$ cat config.mk
export PLATFORM = sky130hd
export DESIGN_NAME = btb_direct
export DESIGN_NICKNAME = d
export VERILOG_FILES = /design/src/rtl/btb_pkg.sv /design/src/rtl/btb_addr_split.sv /design/src/rtl/btb_entry_store.sv /design/src/rtl/btb_hit_check.sv /design/src/rtl/btb_direct.sv
export SDC_FILE = /design/constraint.sdc
export NUM_CORES = 2
export LEC_CHECK = 0
export ABC_CLOCK_PERIOD_IN_PS = 5600
export BUFFER_PORTS_ARGS = -buffer_cell sky130_fd_sc_hd__buf_4
export CAP_MARGIN = 5
export CORE_MARGIN = 2
export CORE_UTILIZATION = 40
export DETAILED_ROUTE_END_ITERATION = 16
export PLACE_DENSITY = 0.66
export SYNTH_ARGS = -nofsm -noshare
export SYNTH_HDL_FRONTEND = slang
export SYNTH_SLANG_ARGS = --single-unit
$ cat constraint.sdc
create_clock -name clk_i -period 5.6 [get_ports clk_i]
set_input_delay 1.4 -clock clk_i [delete_from_list [all_inputs] [get_ports clk_i]]
set_output_delay 1.4 -clock clk_i [all_outputs]
set_load 0.01 [all_outputs]
$ cat src/rtl/btb_pkg.sv
package btb_pkg;

  function automatic bit is_pow2(int n);
    return (n >= 2) && ((n & (n - 1)) == 0);
  endfunction

endpackage

$ cat src/rtl/btb_addr_split.sv
module btb_addr_split #(
  parameter int ADDR_W      = 32,
  parameter int ALIGN_SHIFT = 2,
  parameter int IDX_W       = 6,
  parameter int TAG_W       = 12
) (
  input  logic [ADDR_W-1:0] pc_i,
  output logic [IDX_W-1:0]  idx_o,
  output logic [TAG_W-1:0]  tag_o
);
  localparam int TAG_LSB   = ALIGN_SHIFT + IDX_W;
  localparam int TAG_AVAIL = ADDR_W - TAG_LSB;

  assign idx_o = pc_i[ALIGN_SHIFT +: IDX_W];

  generate
    if (TAG_AVAIL >= TAG_W) begin : g_tag_full
      assign tag_o = pc_i[TAG_LSB +: TAG_W];
    end else begin : g_tag_short
      // address runs out before the tag width: upper tag bits read as zero
      assign tag_o = {{(TAG_W - TAG_AVAIL){1'b0}}, pc_i[ADDR_W-1:TAG_LSB]};
    end
  endgenerate

  logic unused_pc_bits;
  assign unused_pc_bits = ^pc_i;

endmodule

$ cat src/rtl/btb_entry_store.sv
module btb_entry_store #(
  parameter int ENTRIES = 64,
  parameter int IDX_W   = 6,
  parameter int TAG_W   = 12,
  parameter int TID_W   = 2,
  parameter int ADDR_W  = 32
) (
  input  logic              clk_i,
  input  logic              rst_ni,
  input  logic              flush_i,
  input  logic              wr_en_i,
  input  logic [IDX_W-1:0]  wr_idx_i,
  input  logic [TAG_W-1:0]  wr_tag_i,
  input  logic [TID_W-1:0]  wr_tid_i,
  input  logic [ADDR_W-1:0] wr_tgt_i,
  input  logic [IDX_W-1:0]  rd_idx_i,
  output logic              rd_valid_o,
  output logic [TAG_W-1:0]  rd_tag_o,
  output logic [TID_W-1:0]  rd_tid_o,
  output logic [ADDR_W-1:0] rd_tgt_o
);
  logic [ENTRIES-1:0] valid_q;
  logic [TAG_W-1:0]   tag_q [ENTRIES];
  logic [TID_W-1:0]   tid_q [ENTRIES];
  logic [ADDR_W-1:0]  tgt_q [ENTRIES];

  logic wr_take;
  assign wr_take = wr_en_i && !flush_i;

  always_ff @(posedge clk_i or negedge rst_ni) begin
    if (!rst_ni)        valid_q <= '0;
    else if (flush_i)   valid_q <= '0;
    else if (wr_en_i)   valid_q[wr_idx_i] <= 1'b1;
  end

  // payload needs no reset: valid gates every use
  always_ff @(posedge clk_i) begin
    if (wr_take) begin
      tag_q[wr_idx_i] <= wr_tag_i;
      tid_q[wr_idx_i] <= wr_tid_i;
      tgt_q[wr_idx_i] <= wr_tgt_i;
    end
  end

  assign rd_valid_o = valid_q[rd_idx_i];
  assign rd_tag_o   = tag_q[rd_idx_i];
  assign rd_tid_o   = tid_q[rd_idx_i];
  assign rd_tgt_o   = tgt_q[rd_idx_i];


  upd_written_chk: assert property (@(posedge clk_i) disable iff (!rst_ni)
    (wr_en_i && !flush_i) |=> (valid_q[$past(wr_idx_i)]
                               && tag_q[$past(wr_idx_i)] == $past(wr_tag_i)
                               && tid_q[$past(wr_idx_i)] == $past(wr_tid_i)
                               && tgt_q[$past(wr_idx_i)] == $past(wr_tgt_i)));

  flush_clears_chk: assert property (@(posedge clk_i) disable iff (!rst_ni)
    flush_i |=> (valid_q == '0));

  flush_beats_upd_chk: assert property (@(posedge clk_i) disable iff (!rst_ni)
    (flush_i && wr_en_i) |=> !valid_q[$past(wr_idx_i)]);

endmodule

$ cat src/rtl/btb_hit_check.sv
module btb_hit_check #(
  parameter int TAG_W  = 12,
  parameter int TID_W  = 2,
  parameter int ADDR_W = 32
) (
  input  logic              valid_i,
  input  logic [TAG_W-1:0]  ent_tag_i,
  input  logic [TID_W-1:0]  ent_tid_i,
  input  logic [ADDR_W-1:0] ent_tgt_i,
  input  logic [TAG_W-1:0]  req_tag_i,
  input  logic [TID_W-1:0]  req_tid_i,
  output logic              hit_o,
  output logic [ADDR_W-1:0] target_o
);
  logic tag_eq, tid_eq;

  assign tag_eq   = (ent_tag_i == req_tag_i);
  assign tid_eq   = (ent_tid_i == req_tid_i);
  assign hit_o    = valid_i && tag_eq && tid_eq;
  assign target_o = hit_o ? ent_tgt_i : '0;


  always_comb begin
    hit_needs_match_chk: assert (!(hit_o === 1'b1) || (tag_eq && tid_eq));
  end

endmodule

$ cat src/rtl/btb_direct.sv
module btb_direct #(
  parameter int NUM_ENTRIES = 64,
  parameter int TAG_W       = 12,
  parameter int ALIGN_SHIFT = 2,
  parameter int ADDR_W      = 32,
  parameter int TID_W       = 2
) (
  input  logic              clk_i,
  input  logic              rst_ni,
  input  logic              flush_i,
  input  logic [ADDR_W-1:0] lkp_pc_i,
  input  logic [TID_W-1:0]  lkp_tid_i,
  output logic              lkp_hit_o,
  output logic [ADDR_W-1:0] lkp_target_o,
  input  logic              upd_en_i,
  input  logic [ADDR_W-1:0] upd_pc_i,
  input  logic [TID_W-1:0]  upd_tid_i,
  input  logic [ADDR_W-1:0] upd_target_i
);
  localparam int IDX_W = $clog2(NUM_ENTRIES);

  if (!btb_pkg::is_pow2(NUM_ENTRIES)) begin : g_bad_entries
    $fatal(1, "btb_direct: NUM_ENTRIES must be a power of two");
  end
  if (ALIGN_SHIFT + IDX_W >= ADDR_W || TAG_W > ADDR_W) begin : g_bad_width
    $fatal(1, "btb_direct: address too narrow for index and tag");
  end

  logic [IDX_W-1:0]  lkp_idx, upd_idx;
  logic [TAG_W-1:0]  lkp_tag, upd_tag;
  logic              ent_valid;
  logic [TAG_W-1:0]  ent_tag;
  logic [TID_W-1:0]  ent_tid;
  logic [ADDR_W-1:0] ent_tgt;

  btb_addr_split #(
    .ADDR_W(ADDR_W), .ALIGN_SHIFT(ALIGN_SHIFT), .IDX_W(IDX_W), .TAG_W(TAG_W)
  ) u_lkp_split (
    .pc_i(lkp_pc_i), .idx_o(lkp_idx), .tag_o(lkp_tag)
  );

  btb_addr_split #(
    .ADDR_W(ADDR_W), .ALIGN_SHIFT(ALIGN_SHIFT), .IDX_W(IDX_W), .TAG_W(TAG_W)
  ) u_upd_split (
    .pc_i(upd_pc_i), .idx_o(upd_idx), .tag_o(upd_tag)
  );

  btb_entry_store #(
    .ENTRIES(NUM_ENTRIES), .IDX_W(IDX_W), .TAG_W(TAG_W),
    .TID_W(TID_W), .ADDR_W(ADDR_W)
  ) u_store (
    .clk_i(clk_i), .rst_ni(rst_ni), .flush_i(flush_i),
    .wr_en_i(upd_en_i), .wr_idx_i(upd_idx), .wr_tag_i(upd_tag),
    .wr_tid_i(upd_tid_i), .wr_tgt_i(upd_target_i),
    .rd_idx_i(lkp_idx), .rd_valid_o(ent_valid), .rd_tag_o(ent_tag),
    .rd_tid_o(ent_tid), .rd_tgt_o(ent_tgt)
  );

  btb_hit_check #(
    .TAG_W(TAG_W), .TID_W(TID_W), .ADDR_W(ADDR_W)
  ) u_hit (
    .valid_i(ent_valid), .ent_tag_i(ent_tag), .ent_tid_i(ent_tid),
    .ent_tgt_i(ent_tgt), .req_tag_i(lkp_tag), .req_tid_i(lkp_tid_i),
    .hit_o(lkp_hit_o), .target_o(lkp_target_o)
  );


  miss_zero_chk: assert property (@(posedge clk_i) disable iff (!rst_ni)
    !lkp_hit_o |-> (lkp_target_o == '0));

  upd_visible_chk: assert property (@(posedge clk_i) disable iff (!rst_ni)
    ($past(upd_en_i && !flush_i) && lkp_pc_i == $past(upd_pc_i)
     && lkp_tid_i == $past(upd_tid_i))
    |-> (lkp_hit_o && lkp_target_o == $past(upd_target_i)));

  no_hit_after_flush_chk: assert property (@(posedge clk_i) disable iff (!rst_ni)
    $past(flush_i) |-> !lkp_hit_o);

endmodule

==> run summary <==
SYNTH
----------------------------------------------------------------------------------------------------
Number of enable flip-flop cells after synthesis ......................................        2,944
Sequential element share of the synthesized area ......................................        0.776
Flop and latch count out of synthesis .................................................        3,008
Number of warnings issued by yosys ....................................................            0
Library cells used by synthesis .......................................................           74
Post-synthesis instance area ..........................................................  116,000 um2
Area contributors post-synth .......................................................... sky130_fd_sc_hd__edfxtp_1, sky130_fd_sc_hd__mux4_2, sky130_fd_sc_hd__dfrtp_1
Share of the synthesized area in the top cell type ....................................        0.762
Commonest register cell after synthesis ............................................... sky130_fd_sc_hd__edfxtp_1
Cell count after synthesis ............................................................        4,927
Synthesized area divided by synthesized cell count ....................................     23.5 um2
Synth area leader ..................................................................... sky130_fd_sc_hd__edfxtp_1
Most frequent cell after synthesis .................................................... sky130_fd_sc_hd__edfxtp_1
Leading post-synthesis cells by instance count ........................................ sky130_fd_sc_hd__edfxtp_1, sky130_fd_sc_hd__mux4_2, sky130_fd_sc_hd__mux2i_1
Proportion of synthesized flip-flops having asynchronous set or reset .................       0.0213
Syn nets ..............................................................................        5,031

SETUP PATH
----------------------------------------------------------------------------------------------------
Length in cells of the worst reg-to-reg path ..........................................            2
Required arrival time at the worst endpoint ...........................................      4.20 ns
Startpoint class of the critical path .................................................   input port
Largest fanout of any net on the critical path ........................................           11
Worst setup path class ................................................................       in2out
Arrival @ worst endpoint ..............................................................      4.49 ns
Setup crit end kind ................................................................... primary output

GLOBAL ROUTING
----------------------------------------------------------------------------------------------------
Total routing usage reported by global routing ........................................        0.222
Antenna violations before repair ......................................................           18
GRT overflow ..........................................................................            0
First-pass GRT wire length ............................................................       452 mm
Largest net degree at the start of global routing .....................................          112
Via count of the first global-routing pass ............................................       57,100

FLOORPLAN
----------------------------------------------------------------------------------------------------
Die outline height ....................................................................       542 um
Placeable core area ...................................................................  288,000 um2
Die Width .............................................................................       542 um
Standard-cell rows ....................................................................          197
DIE AREA ..............................................................................  294,000 um2
Initial core utilization ..............................................................        0.402
I/O pins ..............................................................................          137

PLACE
----------------------------------------------------------------------------------------------------
Count of port buffers added during placement ..........................................          108
Gpl congestion ........................................................................        0.819
HPWL reported at the end of detailed placement ........................................       174 mm
Placed cell count .....................................................................        8,949
Worst Setup Slack post-DPL ............................................................    -0.611 ns

LAYOUT
----------------------------------------------------------------------------------------------------
Fraction of final layout cells with drive strength greater than 1 .....................        0.349
Area Growth Syn to Fin ................................................................        17.7%
Layout Utilization ....................................................................        0.474
Number of fillers in the final layout .................................................       22,800
Final Net Count .......................................................................        5,645
Area occupied by registers ............................................................   90,000 um2
Final cell count without fillers ......................................................        9,557
Area taken by multi-input logic gates .................................................   25,200 um2

HOLD PATH
----------------------------------------------------------------------------------------------------
Path type of the worst min-delay path .................................................     in2async

STA
----------------------------------------------------------------------------------------------------
Post-Route Skew .......................................................................         0 ns
Finish-stage setup viols ..............................................................           33
Tcrit/Tclk final ......................................................................         1.05
Transition time of the tightest slew-check pin ........................................      1.35 ns
Minimum clock period ..................................................................      5.89 ns
Maximum clock rate ....................................................................    0.170 GHz
Final Hold Viols ......................................................................            0
Unrepaired setup endpoints after global routing .......................................          yes
Post-route setup TNS ..................................................................     -7.46 ns
Worst slew slack as a fraction of its limit ...........................................       0.0992
Setup WS post-layout ..................................................................    -0.286 ns
Final count of pins violating max slew ................................................            0

PWR
----------------------------------------------------------------------------------------------------
Switching part of the total power .....................................................        0.208
Psw ...................................................................................      9870 uW
P per Cell Area .......................................................................   348 nW/um2
Sequential fraction of design power ...................................................        0.522
VDD IR max ............................................................................   0.000215 V
Design Power ..........................................................................    47,500 uW
Clock power frac ......................................................................        0.423
Pint ..................................................................................    37,700 uW
Leakage power summed over all cells ...................................................    0.0432 uW
Proportion of power drawn by combinational gates ......................................        0.055

STATUS
----------------------------------------------------------------------------------------------------
Status ................................................................................ finished with violations
Failing checks ........................................................................ setup timing

DRT
----------------------------------------------------------------------------------------------------
DRC Markers ...........................................................................            0
Vias per Instance .....................................................................         6.07
Total wire length .....................................................................       335 mm
Post-DRT Antenna Nets .................................................................            0
Average wire per standard cell ........................................................      35.1 um
Starting DRT DRC Count ................................................................        8,512
First drt pass iteration count ........................................................           12
Number of vias in the routed layout ...................................................       58,000

CLOCK TREE
----------------------------------------------------------------------------------------------------
Hold buffer count at CTS ..............................................................            0
Number of buffers inserted during clock tree synthesis ................................          314
CTS root buf .......................................................................... sky130_fd_sc_hd__clkbuf_16
H-tree depth reported by CTS ..........................................................            5
CTS tree ..............................................................................          yes
Clock-pin slew reported for the worst setup and hold paths after clock tree synthesis .      0.06 ns
Largest buffer count on any clock path ................................................            4
Clock net sink count ..................................................................        3,008
Clock insertion delay at the later pin of the skew report .............................      0.94 ns

FLOW RUN
----------------------------------------------------------------------------------------------------
Number of maximum-capacitance violations ..............................................            0

per-layer routing:
metal | vias up | track usage | wire (um)
li1 | 22400 | - | -
met1 | 31500 | 0.285 | 120000
met5 | - | 0 | 106
met4 | 16 | 0.0778 | 12500
met3 | 623 | 0.0440 | 33400
met2 | 3509 | 0.376 | 169000
through the flow:
stage / cell area [um2] / hold WS [ns]
6_report: 136000 / 0.527
5_1_grt: 136000 / 0.551
4_1_cts: 135000 / 0.525
3_5_place_dp: 125000 / 0.516
3_3_place_gp: 125000 / 0.516
2_1_floorplan: 116000 / 0.501
path summary, 6_finish.rpt:
kind,slack [ns],from,endpoint
setup / recovery,-0.29,lkp_pc_i[2],lkp_target_o[6]
hold / removal,0.53,rst_ni,u_store.valid_q[16]
setup reg to reg,4.88,u_store.valid_q[54],u_store.valid_q[54]
hold reg to reg,0.53,u_store.valid_q[3],u_store.valid_q[3]
max in group asynchronous,4.48,rst_ni,u_store.valid_q[41]
min in group clk_i,0.53,u_store.valid_q[3],u_store.valid_q[3]
power groups by stage:
stage | logic [uW] | clock network (uW) | registers (uW)
after global routing | 2730 | 21200 | 24800
after CTS | 2470 | 20400 | 24800
after global placement | 2370 | 0 | 25300
after floorplan | 1300 | 0 | 25300
after detailed placement | 2410 | 0 | 25300
final | 2610 | 20100 | 24800
state kept, by name, summed over array words and instances (netlist names):
register and count:
u_store.tag_q 768, u_store.tgt_q 2048, u_store.tid_q 128, u_store.valid_q 64
cells in the final DEF (no fill, tap or decap), types with 9 or more instances in the layout:
master	count
sky130_fd_sc_hd__dfrtp_1	64
sky130_fd_sc_hd__nand4_1	10
sky130_fd_sc_hd__nor4_4	21
sky130_fd_sc_hd__nand2_1	122
sky130_fd_sc_hd__mux2i_1	127
sky130_fd_sc_hd__o22ai_1	68
sky130_fd_sc_hd__nor2b_1	12
sky130_fd_sc_hd__nor2_4	67
sky130_fd_sc_hd__mux4_2	859
sky130_fd_sc_hd__a21oi_1	20
sky130_fd_sc_hd__nand3_1	19
sky130_fd_sc_hd__edfxtp_1	2944
sky130_fd_sc_hd__clkbuf_16	341
sky130_fd_sc_hd__nor2_1	27
sky130_fd_sc_hd__clkinv_1	72
sky130_fd_sc_hd__buf_4	414
sky130_fd_sc_hd__buf_8	9
sky130_fd_sc_hd__a22oi_1	41
sky130_fd_sc_hd__buf_16	16
sky130_fd_sc_hd__bufinv_16	28
sky130_fd_sc_hd__buf_6	16
sky130_fd_sc_hd__and3_1	9
sky130_fd_sc_hd__clkinv_2	52
sky130_fd_sc_hd__clkbuf_1	53
sky130_fd_sc_hd__nor4_2	13
sky130_fd_sc_hd__inv_1	68
sky130_fd_sc_hd__buf_12	102
cells by family after synthesis:
logic type	count (synthesis)	synth area share
buffers and inverters	351	0.0146
and+or+nand+nor	345	0.0158
muxes	1002	0.180
xor gates and xnor gates	8	0.000604
DFF	3008	0.776
AOI/OAI and AO/OA	213	0.0131
critical path, stage by stage:
cell,delay [ns]
sky130_fd_sc_hd__clkbuf_16,0.17
sky130_fd_sc_hd__mux4_2,0.51
sky130_fd_sc_hd__mux2i_1,0.15
sky130_fd_sc_hd__buf_4,0.13
sky130_fd_sc_hd__o22ai_1,0.13
sky130_fd_sc_hd__or4_4,0.47
sky130_fd_sc_hd__a21o_1,0.21
sky130_fd_sc_hd__a211oi_2,0.32
sky130_fd_sc_hd__nand4_4,0.14
sky130_fd_sc_hd__buf_12,0.18
sky130_fd_sc_hd__buf_12,0.18
sky130_fd_sc_hd__nor4_4,0.29
sky130_fd_sc_hd__buf_4,0.17
cell type report:
class	instances	share of cell area
Inverter	72	0.00205
Clock inverter	168	0.0111
Antenna cell	7	0.000128
Sequential cell	3008	0.660
Tap cell	3781	0.0347
Timing Repair Buffer	577	0.0470
Multi-Input combinational cell	1568	0.185
Clock buffer	376	0.0606
timing repair:
action,in CTS,in global routing
pin swaps,6,33
gates resized for setup,49,94
cloned,4,20
endpoints found under the setup margin,33,33
setup buffers,1,35
No activity file was read; power rests on OpenSTA's default activity.
